`src/rtl/irwake_pkg.sv`:
```
package irwake_pkg;
  localparam int unsigned SYM_W = 8;

  localparam logic [2:0] A_CTRL  = 3'd0;
  localparam logic [2:0] A_STAT  = 3'd1;
  localparam logic [2:0] A_EVEN  = 3'd2;
  localparam logic [2:0] A_INDEX = 3'd3;
  localparam logic [2:0] A_DATA  = 3'd4;
  localparam logic [2:0] A_LEN   = 3'd5;

  localparam int unsigned ST_MATCH = 0;
  localparam int unsigned ST_END   = 1;
  localparam int unsigned ST_BUFF  = 2;
  localparam int unsigned ST_REP   = 4;
  localparam logic [7:0]  ST_IMPL  = 8'h17;

  localparam int unsigned IX_CMP = 4;
  localparam int unsigned IX_MSK = 5;
  localparam int unsigned IX_AW  = 4;

  typedef struct packed {
    logic match;
    logic msg_end;
    logic buff;
    logic rep;
  } evt_t;
endpackage

```
`src/rtl/irwake_patmem.sv`:
```
module irwake_patmem
  import irwake_pkg::*;
#(
  parameter int unsigned NB = 11,
  parameter int unsigned PW = 4
) (
  input  logic             clk,
  input  logic             rst_n,
  input  logic             idx_wr,
  input  logic             dat_wr,
  input  logic [SYM_W-1:0] wdata,
  input  logic [PW-1:0]    rd_pos,
  output logic [7:0]       idx_q,
  output logic [SYM_W-1:0] cmp_byte,
  output logic [SYM_W-1:0] msk_byte,
  output logic [SYM_W-1:0] rb_byte
);
  logic [SYM_W-1:0] cmp_arr [NB];
  logic [SYM_W-1:0] msk_arr [NB];
  logic [IX_AW-1:0] waddr;
  logic             sel_cmp, sel_msk;

  assign waddr   = idx_q[IX_AW-1:0];
  assign sel_cmp = idx_q[IX_CMP];
  assign sel_msk = idx_q[IX_MSK];

  always_ff @(posedge clk or negedge rst_n) begin
    if (!rst_n) begin
      idx_q <= '0;
    end else if (idx_wr) begin
      idx_q <= {2'b00, wdata[5:0]};
    end else if (dat_wr) begin
      idx_q[IX_AW-1:0] <= waddr + 1'b1;
    end
  end

  for (genvar g = 0; g < NB; g++) begin : g_byte
    localparam logic [IX_AW-1:0] MY_ADDR = IX_AW'(g);
    logic [SYM_W-1:0] cmp_r, msk_r;
    logic             hit;
    assign hit = dat_wr && (waddr == MY_ADDR);
    always_ff @(posedge clk or negedge rst_n) begin
      if (!rst_n) begin
        cmp_r <= '0;
        msk_r <= '0;
      end else if (hit) begin
        if (sel_cmp) cmp_r <= wdata;
        if (sel_msk) msk_r <= wdata;
      end
    end
    assign cmp_arr[g] = cmp_r;
    assign msk_arr[g] = msk_r;
  end

  always_comb begin
    cmp_byte = '0;
    msk_byte = '0;
    rb_byte  = '0;
    for (int i = 0; i < NB; i++) begin
      if (rd_pos == PW'(i)) begin
        cmp_byte = cmp_arr[i];
        msk_byte = msk_arr[i];
      end
      if (waddr == IX_AW'(i)) begin
        rb_byte = sel_cmp ? cmp_arr[i] : msk_arr[i];
      end
    end
  end
endmodule

```
`src/rtl/irwake_msgtrk.sv`:
```
module irwake_msgtrk
  import irwake_pkg::*;
#(
  parameter int unsigned NB = 11,
  parameter int unsigned PW = 4
) (
  input  logic             clk,
  input  logic             rst_n,
  input  logic             enable,
  input  logic             byte_fire,
  input  logic [SYM_W-1:0] byte_data,
  input  logic             eom,
  input  logic [PW-1:0]    len_eff,
  input  logic [SYM_W-1:0] cmp_byte,
  input  logic [SYM_W-1:0] msk_byte,
  output logic [PW-1:0]    pos_q,
  output evt_t             evt
);
  logic          mism_q, mism_n, in_range, take, bad;
  logic [PW-1:0] pos_n;

  assign in_range = pos_q < PW'(NB);
  assign take     = enable && byte_fire && in_range;
  assign bad      = take && (pos_q < len_eff) &&
                    (|((byte_data ^ cmp_byte) & msk_byte));
  assign pos_n    = pos_q + PW'(take);
  assign mism_n   = mism_q | bad;

  always_comb begin
    evt.buff    = enable && byte_fire && !in_range;
    evt.msg_end = enable && eom;
    evt.rep     = enable && eom && (pos_n == '0);
    evt.match   = enable && eom && (pos_n != '0) && !mism_n &&
                  (pos_n >= len_eff);
  end

  always_ff @(posedge clk or negedge rst_n) begin
    if (!rst_n) begin
      pos_q  <= '0;
      mism_q <= 1'b0;
    end else if (!enable || eom) begin
      pos_q  <= '0;
      mism_q <= 1'b0;
    end else begin
      pos_q  <= pos_n;
      mism_q <= mism_n;
    end
  end
endmodule

```
`src/rtl/irwake_status.sv`:
```
module irwake_status
  import irwake_pkg::*;
(
  input  logic       clk,
  input  logic       rst_n,
  input  evt_t       evt,
  input  logic       clr_wr,
  input  logic [7:0] clr_mask,
  input  logic       en_wr,
  input  logic [2:0] en_wdata,
  output logic [7:0] stat_q,
  output logic [2:0] en_q,
  output logic       wake
);
  logic [7:0] set_vec, clr_vec;

  always_comb begin
    set_vec           = '0;
    set_vec[ST_MATCH] = evt.match;
    set_vec[ST_END]   = evt.msg_end;
    set_vec[ST_BUFF]  = evt.buff;
    set_vec[ST_REP]   = evt.rep;
    clr_vec           = clr_wr ? clr_mask : 8'h00;
  end

  for (genvar g = 0; g < 8; g++) begin : g_flag
    if (ST_IMPL[g]) begin : g_impl
      logic flag_q;
      always_ff @(posedge clk or negedge rst_n) begin
        if (!rst_n)          flag_q <= 1'b0;
        else if (set_vec[g]) flag_q <= 1'b1;
        else if (clr_vec[g]) flag_q <= 1'b0;
      end
      assign stat_q[g] = flag_q;
    end else begin : g_none
      assign stat_q[g] = 1'b0;
    end
  end

  always_ff @(posedge clk or negedge rst_n) begin
    if (!rst_n)     en_q <= '0;
    else if (en_wr) en_q <= en_wdata;
  end

  assign wake = |(stat_q[2:0] & en_q);
endmodule

```
`src/rtl/irwake_matcher.sv`:
```
module irwake_matcher
  import irwake_pkg::*;
#(
  parameter int unsigned NB = 11
) (
  input  logic       clk,
  input  logic       rst_n,
  input  logic       reg_wr,
  input  logic [2:0] reg_addr,
  input  logic [7:0] reg_wdata,
  output logic [7:0] reg_rdata,
  input  logic       sym_valid,
  output logic       sym_ready,
  input  logic [7:0] sym_data,
  input  logic       sym_eom,
  output logic       wake
);
  localparam int unsigned PW = $clog2(NB + 1);

  logic             ctrl_q;
  logic [3:0]       len_q;
  logic [PW-1:0]    len_eff, trk_pos;
  logic [7:0]       idx_q, stat_q;
  logic [2:0]       en_q;
  logic [SYM_W-1:0] cmp_byte, msk_byte, rb_byte;
  evt_t             evt;

  assign sym_ready = 1'b1;

  always_ff @(posedge clk or negedge rst_n) begin
    if (!rst_n) begin
      ctrl_q <= 1'b0;
      len_q  <= '0;
    end else if (reg_wr) begin
      if (reg_addr == A_CTRL) ctrl_q <= reg_wdata[0];
      if (reg_addr == A_LEN)  len_q  <= reg_wdata[3:0];
    end
  end

  assign len_eff = (len_q > 4'(NB)) ? PW'(NB) : PW'(len_q);

  irwake_patmem #(.NB(NB), .PW(PW)) u_pat (
    .clk      (clk),
    .rst_n    (rst_n),
    .idx_wr   (reg_wr && reg_addr == A_INDEX),
    .dat_wr   (reg_wr && reg_addr == A_DATA),
    .wdata    (reg_wdata),
    .rd_pos   (trk_pos),
    .idx_q    (idx_q),
    .cmp_byte (cmp_byte),
    .msk_byte (msk_byte),
    .rb_byte  (rb_byte)
  );

  irwake_msgtrk #(.NB(NB), .PW(PW)) u_trk (
    .clk       (clk),
    .rst_n     (rst_n),
    .enable    (ctrl_q),
    .byte_fire (sym_valid && sym_ready),
    .byte_data (sym_data),
    .eom       (sym_eom),
    .len_eff   (len_eff),
    .cmp_byte  (cmp_byte),
    .msk_byte  (msk_byte),
    .pos_q     (trk_pos),
    .evt       (evt)
  );

  irwake_status u_st (
    .clk      (clk),
    .rst_n    (rst_n),
    .evt      (evt),
    .clr_wr   (reg_wr && reg_addr == A_STAT),
    .clr_mask (reg_wdata),
    .en_wr    (reg_wr && reg_addr == A_EVEN),
    .en_wdata (reg_wdata[2:0]),
    .stat_q   (stat_q),
    .en_q     (en_q),
    .wake     (wake)
  );

  always_comb begin
    case (reg_addr)
      A_CTRL:  reg_rdata = {7'b0, ctrl_q};
      A_STAT:  reg_rdata = stat_q;
      A_EVEN:  reg_rdata = {5'b0, en_q};
      A_INDEX: reg_rdata = idx_q;
      A_DATA:  reg_rdata = rb_byte;
      A_LEN:   reg_rdata = {4'b0, len_q};
      default: reg_rdata = 8'h00;
    endcase
  end
endmodule

```
`config.mk`:
```
export PLATFORM = sky130hd
export DESIGN_NAME = irwake_matcher
export DESIGN_NICKNAME = d
export VERILOG_FILES = /design/src/rtl/irwake_pkg.sv /design/src/rtl/irwake_patmem.sv /design/src/rtl/irwake_msgtrk.sv /design/src/rtl/irwake_status.sv /design/src/rtl/irwake_matcher.sv
export SDC_FILE = /design/constraint.sdc
export NUM_CORES = 1
export LEC_CHECK = 0
export ABC_AREA = 1
export BUFFER_PORTS_ARGS = -buffer_cell sky130_fd_sc_hd__buf_2
export CAP_MARGIN = 40
export CORE_MARGIN = 2
export CORE_UTILIZATION = 40
export CTS_CLUSTER_SIZE = 24
export DETAILED_ROUTE_END_ITERATION = 8
export GPL_TIMING_DRIVEN = 0
export PLACE_DENSITY = 0.59
export SLEW_MARGIN = 20
export SYNTH_ARGS = -nofsm -noshare
export SYNTH_HDL_FRONTEND = slang
export SYNTH_SLANG_ARGS = --single-unit
```
`constraint.sdc`:
```
create_clock -name clk -period 2.55 [get_ports clk]
set_clock_uncertainty 0.2 [all_clocks]
set_input_delay 0.255 -clock clk [delete_from_list [all_inputs] [get_ports clk]]
set_output_delay 0.255 -clock clk [all_outputs]
set_load 0.01 [all_outputs]
```
==> results of run 1 <==
==> cells by family after synthesis <==
group	synth area share, %
AO/OA/AOI/OAI	17.4
XOR/XNOR	0.155
flip-flops	44.0
adder cells (fa/ha/maj)	1.44
multiplexers	0.177
other	0.0331
buffers and inverters	7.99
AND/OR/NAND/NOR	28.8
==> synth_stat cells <==
library cell / count
ha_1: 13
buf_2: 15
buf_6: 4
nand2_1: 545
nor2_4: 4
a221oi_1: 2
nor4_1: 3
buf_4: 4
o21ai_1: 1
nor2_2: 10
a22oi_1: 1
inv_1: 135
o21ai_0: 261
dfrtp_1: 199
o211ai_1: 5
nand3b_1: 1
buf_1: 7
clkbuf_1: 51
o31ai_1: 9
a31oi_1: 19
mux2i_1: 2
xor2_1: 1
nand4_1: 25
or2_2: 9
o221ai_1: 5
inv_2: 7
nand2_2: 1
a211oi_1: 4
nand2_4: 1
clkinv_1: 1
or2_0: 4
nor3_1: 8
or2_1: 6
nor2_1: 116
o22ai_1: 2
o311ai_0: 1
a21oi_1: 57
nand3_1: 63
conb_1: 1
o2bb2ai_1: 2
xnor2_1: 1
a21boi_0: 2
==> layer usage <==
metal | track usage [%] | part of all wire, % | up-vias
met2 | 48.7 | 46 | 555
li1 | - | - | 5486
met1 | 42.7 | 43 | 5734
met3 | 6.29 | 7.8 | 99
met4 | 10.3 | 3.3 | 0
met5 | 0 | 0 | -
==> registers in the layout (all words and copies together) (netlist names) <==
| signal | cells |
|---|---|
| ctrl_q | 1 |
| len_q | 4 |
| u_pat.g_byte.cmp_r | 88 |
| u_pat.g_byte.msk_r | 88 |
| u_pat.idx_q | 6 |
| u_st.en_q | 3 |
| u_st.g_flag.g_impl.flag_q | 4 |
| u_trk.mism_q | 1 |
| u_trk.pos_q | 4 |
==> cell type report <==
type / instances / area, um^2 / area share [%]
Buffer: 81 / 425 / 3.01
Clock buffer: 19 / 443 / 3.13
Clock inverter: 13 / 155 / 1.10
Inverter: 143 / 568 / 4.01
Multi-Input combinational cell: 1188 / 6200 / 43.8
Sequential cell: 199 / 4980 / 35.2
Tap cell: 378 / 473 / 3.34
Timing Repair Buffer: 109 / 905 / 6.39
==> metrics by stage <==
stage / setup slack (ps) / cell area [um^2] / power, mW / hold WS, ps / std cells
floorplan: 9.78 / 11300 / 5.23 / -241 / 1608
global placement: -2330 / 12000 / 6.29 / 269 / 2018
detailed placement: -977 / 12000 / 6.34 / -40.8 / 2022
finish: -762 / 14200 / 10.1 / 22.8 / 2130
global route: -819 / 14200 / 10.5 / 44.7 / 2130
CTS: -733 / 13500 / 9.68 / 5.30 / 2113
==> repair_timing <==
action                                  4_1_cts  5_1_grt
gates resized for setup                     130      137
buffers inserted                             51       13
hold endpoints to repair                    212        0
hold buffers                                  9        0
pin swaps                                    46       72
gates cloned                                  0        3
endpoints found under the setup margin       89      151
==> how the worst min path moves through the flow <==
stage,to,depth (start not counted),slack [ps]
after CTS,ctrl_q,5,5
after floorplan,ctrl_q,0,-240
final,ctrl_q,5,20
after global routing,u_pat.g_byte[9].msk_r[6],3,40
after global placement,u_pat.g_byte[2].msk_r[4],2,270
after detailed placement,u_pat.g_byte[2].cmp_r[7],1,-40
==> power by group <==
| group | switching (mW) | leakage [nW] | internal [mW] |
|---|---|---|---|
| sequential | 0.433 | 2.72 | 3.53 |
| clock | 1.41 | 0.287 | 1.43 |
| combinational | 2.13 | 3.28 | 1.17 |
==> critical path, delay by kind of cell (launching register included) <==
kind / cells / cell delay [ps]
and+or+nand+nor: 9 / 820
AOI/OAI and AO/OA: 3 / 630
DFF: 1 / 410
adders and majority gates: 1 / 190
buffers and inverters: 3 / 340
==> flow_summary.ini, run 1 <==
[critical_path]
r2r_setup_slack_ps = -230
critical_path_class = reg2out
crit_path_end_kind = output pin
crit_fanout = 5
max_stage_delay_ps = 410
endpoint = reg_rdata[3]
path_cells = inv_2 -> buf_6 -> ha_4 -> nand2_8 -> o31ai_4 -> a21oi_4 -> o31ai_4 -> nand3_2 -> nand2_2 -> nand2_2 -> nand2_2 -> nand3_2 -> nand2_2 -> nand2_2 -> nand2_1 -> buf_2
crit_path_start_kind = flop
r2r_start = u_trk.pos_q[0]
reg2reg_to = u_st.g_flag[0].g_impl.flag_q
slowest_stage = dfrtp_1
cp-startpoint = u_pat.idx_q[1]
required_ps = 2100
crit_arrival_ps = 2860
r2r_cells = 15
path_common_cell = nand2_2

[cts]
clock_sinks = 199
cts_tree = done
clk_latency_ps = 450
cts_made_buffers = 17
clockRootBuffer = clkbuf_16
path_clk_slew_ps = 80
clockBufferDepth = 2
htree_num_levels = 4

[logic_synthesis]
yosysTopAreaCellShare_pct = 44.0
yosysTopAreaCell = dfrtp_1
syn-instance-count = 1608
avgSynthCellArea_um2 = 7.04
syn_area_um2 = 11300
synth_cell_type_count = 42
yosys-top-cells-area = dfrtp_1, nand2_1, o21ai_0
yosysSeqAreaShare_pct = 44.0
synth_seq_cells = 199
synthesis.nets = 1645
ys_warn_count = 0

[route]
drc = 0
drt-vias-per-instance = 5.57
drtAntennaViolNets = 0
drt-initial-drc-count = 1368
totalWireLength_mm = 46.0
vias = 11900
dr.pass1.iters = 6
wl_per_cell_um = 21.6

[layout]
fillCellCount = 2766
num_antenna_cells = 0
area_growth_syn_to_layout_pct = 25.0
final_common_cell = nand2_1
nNetsFinal = 1776
drive_above_1_share_pct = 20.1
post-route-util_pct = 50.8
most-common-layout-cells = nand2_1, o21ai_0, dfrtp_1

[floorplanning]
die-area_um2 = 29700
die_h_um = 172
rows = 61
die_w_um = 172
ios = 34
start_util_pct = 40.7
design.core.area_um2 = 27900

[pwr]
ir_worst_vdd_v = 0.000925
power_density_nw_per_um2 = 714
leakage_nw = 6.29

[worst_hold_path]
holdCritPathClass = in2reg
min-delay-start = reg_addr[2]

[status]
status = complete, but fails checks
violations = negative setup slack

[timing]
worst_slack_ps = -762
setup_tns_ps = -6180
final_hold_viol_count = 0
finalCritPeriodShare_pct = 130
slew_violations = 0
finalSetupViolCount = 14
clock.fmax_ghz = 0.302
rsz0062_at_grt = yes
slew_headroom_pct = 38.8
worstMarginPinSlew_ps = 918
fin_crit_ps = 3310

[flow_run]
drv_cap = 0

[global_routing]
overflow = 0
antenna_found_initial = 0
grtUsageTotal_pct = 31.0
grt_pass1_wl_mm = 66.8
grt_pass1_vias = 10700
grt_max_degree = 88

[placed_design]
place.gp.congestion = 0.948
dp_hpwl_mm = 32.6
port-buffer-count = 32
Power figures use the tool's default switching activity.
==> run 2, diff against run 1 <==
- CORE_ASPECT_RATIO: unset -> 0.5
==> run 2 against run 1 <==
- the flow still finishes with violations (negative setup slack)
- largest cell class unchanged
- utilization shrank 1.2 points
- critical endpoint unchanged
- combinational power down 4%
- largest power group unchanged
- cell count decreased by 1.1%
- worst setup slack lost 140 ps
- critical path depth grew 1
- register-to-register slack worse by 30 ps
==> flow_summary.ini, run 2 (synthesized netlist as in run 1, its figures left out) <==
[worst_hold_path]
holdCritPathClass = in2async

[floorplanning]
rows = 43
design.core.area_um2 = 27800
start_util_pct = 40.8
die_h_um = 123
die-area_um2 = 29800
die_w_um = 242
ios = 34

[route]
vias = 11900
drtAntennaViolNets = 0
drt-initial-drc-count = 1320
drt-vias-per-instance = 5.63
totalWireLength_mm = 47.6
drc = 0
dr.pass1.iters = 7
wl_per_cell_um = 22.6

[timing]
final_hold_viol_count = 0
whs_ps = 46.2
slew_violations = 0
finalCritPeriodShare_pct = 135
finalSetupViolCount = 27
worst_slack_ps = -898
worstMarginPinSlew_ps = 975
clock.fmax_ghz = 0.290
fin_crit_ps = 3450
slew_headroom_pct = 35.0
rsz0062_at_grt = yes

[global_routing]
overflow = 0
grt_pass1_vias = 11200
grt_pass1_wl_mm = 70.5
antenna_found_initial = 0
grtUsageTotal_pct = 32.4
grt_max_degree = 82

[placed_design]
dp_slack_ps = -1050
dpl.cell_count = 2027
dp_hpwl_mm = 34.7
port-buffer-count = 32
place.gp.congestion = 0.973

[layout]
fillCellCount = 2849
area_growth_syn_to_layout_pct = 21.5
drive_above_1_share_pct = 17.9
nNetsFinal = 1748
top_regs = u_pat.g_byte.cmp_r (88), u_pat.g_byte.msk_r (88), u_pat.idx_q (6)
most-common-layout-cells = nand2_1, o21ai_0, dfrtp_1
final_cells = 2107
final_common_cell = nand2_1

[cts]
clk_latency_ps = 460
cts_made_buffers = 17
clockRootBuffer = clkbuf_16
htree_num_levels = 4
clockBufferDepth = 2
cts_tree = done
path_clk_slew_ps = 80
clock_sinks = 199

[critical_path]
critical_path_class = reg2out
required_ps = 2100
crit_fanout = 7
reg2reg_to = u_st.g_flag[0].g_impl.flag_q
crit_path_end_kind = output pin
r2r_start = u_trk.pos_q[1]
crit_arrival_ps = 2990
r2r_cells = 20
r2r_setup_slack_ps = -260
crit_path_start_kind = flop

[status]
status = complete, but fails checks
violations = negative setup slack

[pwr]
finalPower_mw = 9.84
ir_worst_vdd_v = 0.000540
leakage_nw = 6.12
power_density_nw_per_um2 = 715

[flow_run]
drv_cap = 0
## run 2: cell types whose count changed in the layout (fill, tap and decap cells not counted), moves of 4 or more
cell      delta
clkbuf_1     -6
nand2_2      -4
buf_4       -29
o21ai_2      -6
nor2_2       -4
o21ai_0      +8
nand2_1      +7
inv_8        -4
## run 2: worst max-delay path by stage
| stage | to | depth (start not counted) | from |
|---|---|---|---|
| finish | reg_rdata[3] | 17 | u_pat.idx_q[1] |
| global route | reg_rdata[4] | 17 | u_pat.idx_q[1] |
| CTS | reg_rdata[3] | 15 | u_pat.idx_q[0] |
| detailed placement | reg_rdata[3] | 17 | u_pat.idx_q[1] |
| global placement | u_pat.g_byte[0].msk_r[0] | 1 | rst_n |
| floorplan | u_st.g_flag[0].g_impl.flag_q | 14 | u_trk.pos_q[1] |
## run 2: power breakdown
group          internal (mW)  leakage, nW  total [mW]  switching (mW)
sequential              3.53         2.72        3.91           0.379
clock                   1.42        0.286        2.78            1.36
combinational           1.02         3.12        3.16            2.13
## run 2: area by class of cell
type	instances	area (um^2)	area share, %
Timing Repair Buffer	83	689	5.01
Clock inverter	12	115	0.836
Tap cell	382	478	3.47
Buffer	81	432	3.14
Sequential cell	199	4980	36.2
Antenna cell	1	2.50	0.0182
Multi-Input combinational cell	1186	6050	43.9
Inverter	143	558	4.05
Clock buffer	20	457	3.32
## run 2: worst max-delay path: stages (launching register included)
cell      delay (ps)
dfrtp_1          410
inv_2            130
ha_4             160
inv_4             40
nor2_4           190
clkinv_4         160
o31ai_4           90
a21oi_2          130
o31ai_4          350
nand3_2          160
nand2_2          120
nand2_4           60
nand2_2           70
nand3_2           80
nand2_2          120
nand2_2           60
nand2_2           80
buf_6            100
## run 2: what timing repair did
action | in CTS | in global routing
pin swaps | 48 | 61
resized for setup | 121 | 121
endpoints found under the setup margin | 96 | 161
hold endpoints to repair | 139 | 0
hold buffers | 11 | 0
gates cloned | 2 | 0
setup buffers | 25 | 7
## run 2: metal layers
layer / track usage [%] / vias to the layer above / part of all wire [%]
li1: - / 5442 / -
met1: 47.5 / 5845 / 48
met2: 48.8 / 515 / 42
met3: 6.06 / 60 / 7.9
met4: 9.30 / 0 / 2.1
met5: 0 / - / 0
## run 2: stage by stage
step                      utilization (%)  setup TNS (ps)  instance area [um^2]
after floorplan                         -               0                 11300
after global placement               43.1         -505880                 12000
after detailed placement             43.5          -38160                 12100
after CTS                            48.0           -7100                 13300
after global routing                 49.6          -15350                 13800
final                                49.6           -7720                 13800
